<file path="config.mk">
export PLATFORM = sky130hd
export DESIGN_NAME = rotmask_unit
export DESIGN_NICKNAME = d
export VERILOG_FILES = /design/src/rtl/rm_pkg.sv /design/src/rtl/rm_fine_rot.sv /design/src/rtl/rm_coarse_rot.sv /design/src/rtl/rm_mask_gen.sv /design/src/rtl/rotmask_unit.sv
export SDC_FILE = /design/constraint.sdc
export NUM_CORES = 1
export LEC_CHECK = 0
export CORE_MARGIN = 1
export CORE_UTILIZATION = 46
export CTS_BUF_LIST = sky130_fd_sc_hd__clkbuf_4
export DETAILED_ROUTE_END_ITERATION = 12
export PLACE_DENSITY_LB_ADDON = 0.3
export SYNTH_ARGS = -nofsm -noshare
export SYNTH_HDL_FRONTEND = slang
export SYNTH_SLANG_ARGS = --single-unit
</file>
<file path="constraint.sdc">
create_clock -name clk -period 0.8 [get_ports clk]
set_input_delay 0.24 -clock clk [delete_from_list [all_inputs] [get_ports clk]]
set_output_delay 0.24 -clock clk [all_outputs]
set_load 0.005 [all_outputs]
</file>
<file path="src/rtl/rm_pkg.sv">
package rm_pkg;
  localparam int WORD_W  = 16;
  localparam int SHIFT_W = 6;
  localparam int AMT_W   = $clog2(WORD_W);
  typedef logic [WORD_W-1:0] word_t;
endpackage

</file>
<file path="src/rtl/rm_fine_rot.sv">
module rm_fine_rot #(
  parameter int W = 16
) (
  input  logic [W-1:0] din,
  input  logic [1:0]   amt,
  output logic [W-1:0] dout
);
  logic [W-1:0] cand [4];

  for (genvar k = 0; k < 4; k++) begin : g_step
    if (k == 0) begin : g_zero
      assign cand[k] = din;
    end else begin : g_rot
      assign cand[k] = {din[W-1-k:0], din[W-1:W-k]};
    end
  end

  always_comb begin
    dout = cand[amt];
  end
endmodule

</file>
<file path="src/rtl/rm_coarse_rot.sv">
module rm_coarse_rot #(
  parameter int W = 16
) (
  input  logic [W-1:0]             din,
  input  logic [$clog2(W)-3:0]     amt,
  output logic [W-1:0]             dout
);
  localparam int STEPS = W / 4;
  logic [W-1:0] cand [STEPS];

  for (genvar g = 0; g < STEPS; g++) begin : g_nib
    localparam int K = 4 * g;
    if (K == 0) begin : g_zero
      assign cand[g] = din;
    end else begin : g_rot
      assign cand[g] = {din[W-1-K:0], din[W-1:W-K]};
    end
  end

  always_comb begin
    dout = cand[amt];
  end
endmodule

</file>
<file path="src/rtl/rm_mask_gen.sv">
module rm_mask_gen #(
  parameter int W = 16,
  localparam int AW = $clog2(W)
) (
  input  logic [AW-1:0] code,
  input  logic          left,
  output logic [W-1:0]  mask
);
  logic [AW-1:0] sel_code;
  logic [W-1:0]  rj;

  // left mode: count n becomes code (0 - n) mod W before the table
  always_comb begin
    sel_code = left ? (AW'(0) - code) : code;
  end

  for (genvar i = 0; i < W; i++) begin : g_bit
    assign rj[i] = (AW'(i) <= sel_code);
  end

  // left mode: invert, then shift right one place with a 1 entering at the MSB
  always_comb begin
    mask = left ? {1'b1, ~rj[W-1:1]} : rj;
  end
endmodule

</file>
<file path="src/rtl/rotmask_unit.sv">
module rotmask_unit
  import rm_pkg::*;
(
  input  logic               clk,
  input  logic               rst_n,
  input  logic               in_valid,
  input  logic [WORD_W-1:0]  in_data,
  input  logic [SHIFT_W-1:0] in_shift,
  input  logic [AMT_W-1:0]   in_mcode,
  input  logic               in_left,
  output logic               out_valid,
  output logic [WORD_W-1:0]  out_data,
  output logic [WORD_W-1:0]  out_mask
);
  localparam int MAXMAG = WORD_W - 1;

  logic [AMT_W-1:0] amt;
  logic             too_far;
  word_t            fine_q, rot_w, mask_w;
  word_t            data_d, mask_d;
  logic             vld_d;

  // two's complement low bits give (16 + s) for negative counts
  always_comb begin
    amt     = in_shift[AMT_W-1:0];
    too_far = ($signed(in_shift) > MAXMAG) || ($signed(in_shift) < -MAXMAG);
  end

  rm_fine_rot #(.W(WORD_W)) u_fine (
    .din (in_data),
    .amt (amt[1:0]),
    .dout(fine_q)
  );

  rm_coarse_rot #(.W(WORD_W)) u_coarse (
    .din (fine_q),
    .amt (amt[AMT_W-1:2]),
    .dout(rot_w)
  );

  rm_mask_gen #(.W(WORD_W)) u_mask (
    .code(in_mcode),
    .left(in_left),
    .mask(mask_w)
  );

  always_comb begin
    vld_d  = in_valid;
    data_d = out_data;
    mask_d = out_mask;
    if (in_valid) begin
      data_d = too_far ? '0 : rot_w;
      mask_d = mask_w;
    end
  end

  always_ff @(posedge clk or negedge rst_n) begin
    if (!rst_n) begin
      out_valid <= 1'b0;
      out_data  <= '0;
      out_mask  <= '0;
    end else begin
      out_valid <= vld_d;
      out_data  <= data_d;
      out_mask  <= mask_d;
    end
  end

  p_pulse_r2: assert property (@(posedge clk) disable iff (!rst_n)
    in_valid |=> out_valid);
  p_idle_r2: assert property (@(posedge clk) disable iff (!rst_n)
    !in_valid |=> !out_valid);
  p_zero_far_r5: assert property (@(posedge clk) disable iff (!rst_n)
    (in_valid && too_far) |=> (out_data == '0));
  p_bits_kept_r3: assert property (@(posedge clk) disable iff (!rst_n)
    (in_valid && !too_far) |=> ($countones(out_data) == $countones($past(in_data))));
  p_rmask_low_r6: assert property (@(posedge clk) disable iff (!rst_n)
    (in_valid && !in_left) |=> out_mask[0]);
  p_lmask_high_r7: assert property (@(posedge clk) disable iff (!rst_n)
    (in_valid && in_left) |=> out_mask[WORD_W-1]);
  p_mask_any_r8: assert property (@(posedge clk) disable iff (!rst_n)
    out_valid |-> (out_mask != '0));
  p_hold_r9: assert property (@(posedge clk) disable iff (!rst_n)
    !in_valid |=> ($stable(out_data) && $stable(out_mask)));
endmodule

</file>
Word-level counts from Yosys, hierarchy flattened
Index checks and enable logic that the tools add are counted.
Widths: inputs -> output; s select.

storage, ports and cells
  register bits = 33
  input bits = 30
  output and inout port bits = 33
  word-level logic and storage cells = 37

operators by class
  add/sub/neg operators = 1
  $lt $le $gt $ge = 20
  multiplexer cells = 9
  bitwise operators = 3
  reductions and logical operators = 1

operators with widths
  kind                 count
  $mux 16              6
  $bmux 16 s2          2
  $le 4x4->1 const A   8
  $le 3x4->1 const A   4
  $not 15->15          1
  $le 1x4->1 const A   2
  $le 2x4->1 const A   2
  $ge 3x3->1 const B   2
  $gt 6x5->1 const B   1
  $lt 6x5->1 const B   1
  $not 2->3            2
  $mux 4               1
  $sub 1x4->4 const A  1
  $logic_or 1x1->1     1

Longest topological paths before layout
  depth in word-level cells = 8
  mapped depth = 7
  depth with buffers taken out = 6

Modules after synthesis
Synthesis repeated with hierarchy kept, for this count alone.

second synthesis, totals
  cells, all modules = 260
  area, all modules = 3131.8 um^2

modules (own cells, without submodules)
  module         times used  cells each  area an instance (um^2)  sequential area each (um^2)
  rotmask_unit   1           128         1660.3                   825.8
  rm_mask_gen    1           92          604.3                    0.0
  rm_coarse_rot  1           20          439.2                    0.0
  rm_fine_rot    1           20          427.9                    0.0

Worst setup path before layout
No wires, ideal clock.

  path kind = input-to-reg
  start = input port in_mcode[0]
  end = register out_mask[12]
  library setup time = 0.139 ns
  arrival time = 1.607 ns
  data required time = 0.661 ns
  slack = -0.946 ns
  stages on the path = 7
  buffers on the path = 1
  path through = clkbuf_1 inv_1 ha_1 xnor2_1 nand2_1 o311ai_0 o21ai_0

on the way
  longest elaborated chain between the ends = 5
  elaborated cells between the ends (all ways) = 6
  classes of those cells = add/sub (1); order compare (2); mux (2); bitwise (1)

ends and longest elaborated chain
  what                  line                RTL
  from (decl)           rotmask_unit.sv:9   input logic [AMT_W-1:0] in_mcode,
  $sub 1x4->4           rm_mask_gen.sv:14   sel_code = left ? (AW'(0) - code) : code;
  $mux 4 *              rm_mask_gen.sv:14
  $le 4x4->1            rm_mask_gen.sv:18   assign rj[i] = (AW'(i) <= sel_code);
  $not 15->15           rm_mask_gen.sv:23   mask = left ? {1'b1, ~rj[W-1:1]} : rj;
  $mux 16 *             rm_mask_gen.sv:23
  to (signal assigned)  rotmask_unit.sv:65  out_mask <= mask_d;
  to (decl)             rotmask_unit.sv:13  output logic [WORD_W-1:0] out_mask

Every way passes the cells marked *; elsewhere a longest branch is shown, timed or not.
A chain may end at the register's enable or synchronous reset.

Worst setup path after layout
  start = input port in_shift[1]
  end = register out_data[6]

on the way
  longest elaborated chain between the ends = 8
  elaborated cells between the ends (all ways) = 11
  classes of those cells = order compare (2); mux (7); bitwise (1); reduce/logical (1)

ends and longest elaborated chain
  what                                        line                 RTL
  from (decl)                                 rotmask_unit.sv:8    input logic [SHIFT_W-1:0] in_shift,
  $not 2->3 (implied by the code)             rm_fine_rot.sv:19    dout = cand[amt];
  $bmux 16 s2                                 rm_fine_rot.sv:19
  $mux 16 (implied by the code) (2 in a row)  rm_fine_rot.sv:19
  $bmux 16 s2                                 rm_coarse_rot.sv:21  dout = cand[amt];
  $mux 16 (implied by the code) (2 in a row)  rm_coarse_rot.sv:21
  $mux 16 *                                   rotmask_unit.sv:52   data_d = too_far ? '0 : rot_w;
  to (signal assigned)                        rotmask_unit.sv:64   out_data <= data_d;
  to (decl)                                   rotmask_unit.sv:12   output logic [WORD_W-1:0] out_data,

Every way passes the cells marked *; elsewhere a longest branch is shown, timed or not. The select of a mux whose other input is x is not followed.

==> results.tsv <==
stage	metric	value	unit
finish	area delta synth->final	73.97	%
clocking	cts bufs inserted	5	
clocking	clock tree buffer depth	2	
power_and_ir_drop	Peak VDD IR	839.4	uV
global_route	largest net degree at the start of global routing	34	
logic_synthesis	Synth async-reset ratio	100.0	%
hold_path	worst min-delay path class	in -> async	
logic_synthesis	post-synth top area share	34.99	%
logic_synthesis	top-count cell post-synth	dfrtp_1	
logic_synthesis	post-synthesis cell area	2360	sq um
clocking	clk slew on worst S/H paths	110	ps
route	Post-Route WL	9272	um
finish	ratio of cells with drive above 1 in the final layout	59.68	%
finish	# nets final	402	
logic_synthesis	synth unique cells	44	
power_and_ir_drop	Leak Pwr	1.783	nW
timing	Max Clock Freq	0.6865	GHz
setup_path	Critical Path RT	1030	ps
finish	Post-Layout Cell Count	439	
placement	Port Buffers	62	
clocking	later-pin clock latency in the skew report	340	ps
placement	Place WS	-1472	ps
setup_path	critical path, cell by cell	buf_8 -> buf_12 -> buf_6 -> mux4_2 -> mux2_4 -> a22oi_2 -> o21ai_1	
logic_synthesis	Post-Synth Adder-Cell Area	0.5302	%
clocking	# H-tree levels	2	
timing	final worst slack	-656.7	ps
placement	GP Congestion	0.8841	
logic_synthesis	post-synthesis xor/xnor area fraction	1.113	%
flow_run	Max Cap Viol	0	
finish	area of the multi-input gates	1769	sq um
setup_path	Crit. End Element	register	
setup_path	Worst setup SP type	primary input	
setup_path	Largest stage delay, worst path	520	ps
setup_path	RR Startpoint	out_mask[10]	
timing	setup violators final	65	
global_route	initial antenna violation count	0	
timing	Setup TNS	-23170	ps
route	DRT iter0 DRCs	419	
clocking	Post-CTS Hold Buffers	0	
logic_synthesis	Synth area leader	dfrtp_1	
timing	endpoints failing hold	0	
die	Die Span X	73.63	um
logic_synthesis	Synth Flop Type	dfrtp_1	
logic_synthesis	post-synthesis mux area share	24.34	%
setup_path	flop2flop setup slack	-180	ps
power_and_ir_drop	PwrDens	1415	nW/um^2
logic_synthesis	number of enable flip-flop cells after synthesis	0	
placement	post-DP HPWL	4632	um
route	vias	2704	
timing	fin. max-slew vios	0	
finish	number of inserted diodes	0	
logic_synthesis	register area share after synthesis	34.99	%
clocking	Root Driver	clkbuf_4	
clocking	CTS tree	built	
logic_synthesis	Synth warnings	0	
setup_path	reg2reg end	out_mask[10]	
finish	Final Cell Area	4105	sq um
die	FP Rows	25	
clocking	Clock Sinks	33	
outcome	status	finished with violations	
logic_synthesis	Simple-Gate Fraction of Synth Area	9.120	%
logic_synthesis	synth top area cells	dfrtp_1, mux4_1, mux2_2	
die	core region area	4817	sq um
logic_synthesis	post-synthesis net count	272	
power_and_ir_drop	Tot Pwr	5.808	mW
timing	RSZ-0062 raised after global routing	yes	
logic_synthesis	gate count after technology mapping	241	
die	I/O pins	63	
timing	relative slew slack	78.59	%
timing	minimum clock period	1457	ps
logic_synthesis	post-synthesis compound-gate area fraction	21.58	%
global_route	GRT Overall Usage	32.35	%
timing	worst slew pin tran	318.7	ps
global_route	total gr overflow	0	
route	Residual DRC	0	
placement	DP Area	3448	sq um
logic_synthesis	largest family of logic cells by synthesized area	multiplexers	
global_route	vias in the first global route	2521	
die	die area	5421	sq um
logic_synthesis	synth cell count leaders	dfrtp_1, inv_1, nor2_1, clkbuf_1	
route	drt pass-1 iters	7	
logic_synthesis	Syn Area/Cell	9.792	sq um
logic_synthesis	Seq cells post-synth	33	
route	vias per cell	6.159	
die	Die Span Y	73.63	um
setup_path	WP data arrival	1690	ps
setup_path	Crit Path Max Fanout	8	
finish	fillers	261	
outcome	failing checks	negative setup slack	
setup_path	slowest stage cell, crit path	mux4_2	
timing	period utilization	182.1	%
route	Routed WL per cell	21.12	um
setup_path	CP Class	in -> reg	
global_route	first-pass GRT wire length	13090	um
timing	Final Skew	0	ps
die	initial core utilization	48.99	%
finish	register area	825.8	sq um
setup_path	worst r2r path cells	4	
route	post-route ant nets	0	
placement	dpl cells	390	
[metrics by stage]
step                      hold slack [ps]  util [%]
final                               245.8     85.22
after global routing                264.7     85.22
after CTS                           264.7     81.38
after floorplan                    -55.59         -
after global placement              488.3     71.58
after detailed placement            498.6     71.58
[routing by layer]
metal	vias to the layer above	track usage, %	part of all wire [%]
li1	1154	-	-
met1	1319	43.54	40
met2	195	52.91	49
met3	36	4.252	7.9
met4	0	12.82	3.5
met5	-	0	0
[flip-flops by register name, indices dropped and copies added, names as in the netlist]
name,flops
out_mask,16
out_valid,1
out_data,16
[power by group]
| part | internal [mW] | switching (mW) | total (mW) |
|---|---|---|---|
| logic | 1.34 | 1.19 | 2.53 |
| clock network | 0.684 | 0.626 | 1.31 |
| registers | 1.86 | 0.110 | 1.97 |
[cell type report]
type                    count  share of cell area [%]
clock buffers               6                   1.097
flip-flops and latches     33                   20.12
repair buffers            145                   30.42
multi-input cells         163                   43.10
well taps                  67                   2.042
clock inverters             2                  0.8229
inverters                  23                   2.408
[worst max-delay path by stage]
stage | start | endpoint | cells past startpoint
3_5_place_dp | in_shift[1] | out_data[12] | 6
6_report | in_shift[1] | out_data[6] | 7
5_1_grt | in_shift[1] | out_data[6] | 7
4_1_cts | in_shift[1] | out_data[13] | 7
3_3_place_gp | in_shift[1] | out_data[10] | 6
2_1_floorplan | in_shift[1] | out_data[5] | 6
[logic make-up after synthesis]
| logic type | count (synthesis) |
|---|---|
| AO/OA/AOI/OAI | 82 |
| buffers and inverters | 45 |
| AND/OR/NAND/NOR | 45 |
| flip-flops | 33 |
| multiplexers | 32 |
| XOR/XNOR | 3 |
| adder cells (fa/ha/maj) | 1 |
[what timing repair did]
| action | CTS | global route |
|---|---|---|
| pin swaps | 35 | 15 |
| resized for setup | 290 | 18 |
| buffers inserted | 23 | 13 |
| setup endpoints to repair | 66 | 65 |
| cloned | 5 | 0 |
[critical path, delay by kind of cell]
family                 cells  cell delay (ps)
muxes                      2              810
AOI/OAI and AO/OA          2              310
buffers and inverters      3              320
[cell usage in the layout (no fill, tap or decap), drive strengths merged, types with 2 or more instances in the layout]
cell,n
nand2b,2
o21ai,27
clkdlybuf4s15,16
nand3,2
a22oi,16
buf,122
nor2b,3
nand2,8
clkdlybuf4s50,4
inv,23
a21oi,16
clkbuf,6
dfrtp,33
mux2,16
dlygate4sd2,2
mux4,16
o311ai,3
a31oi,8
nor3,3
o21bai,2
or2,2
xnor2,2
nor2,18
(Power assumes the default switching activity.)
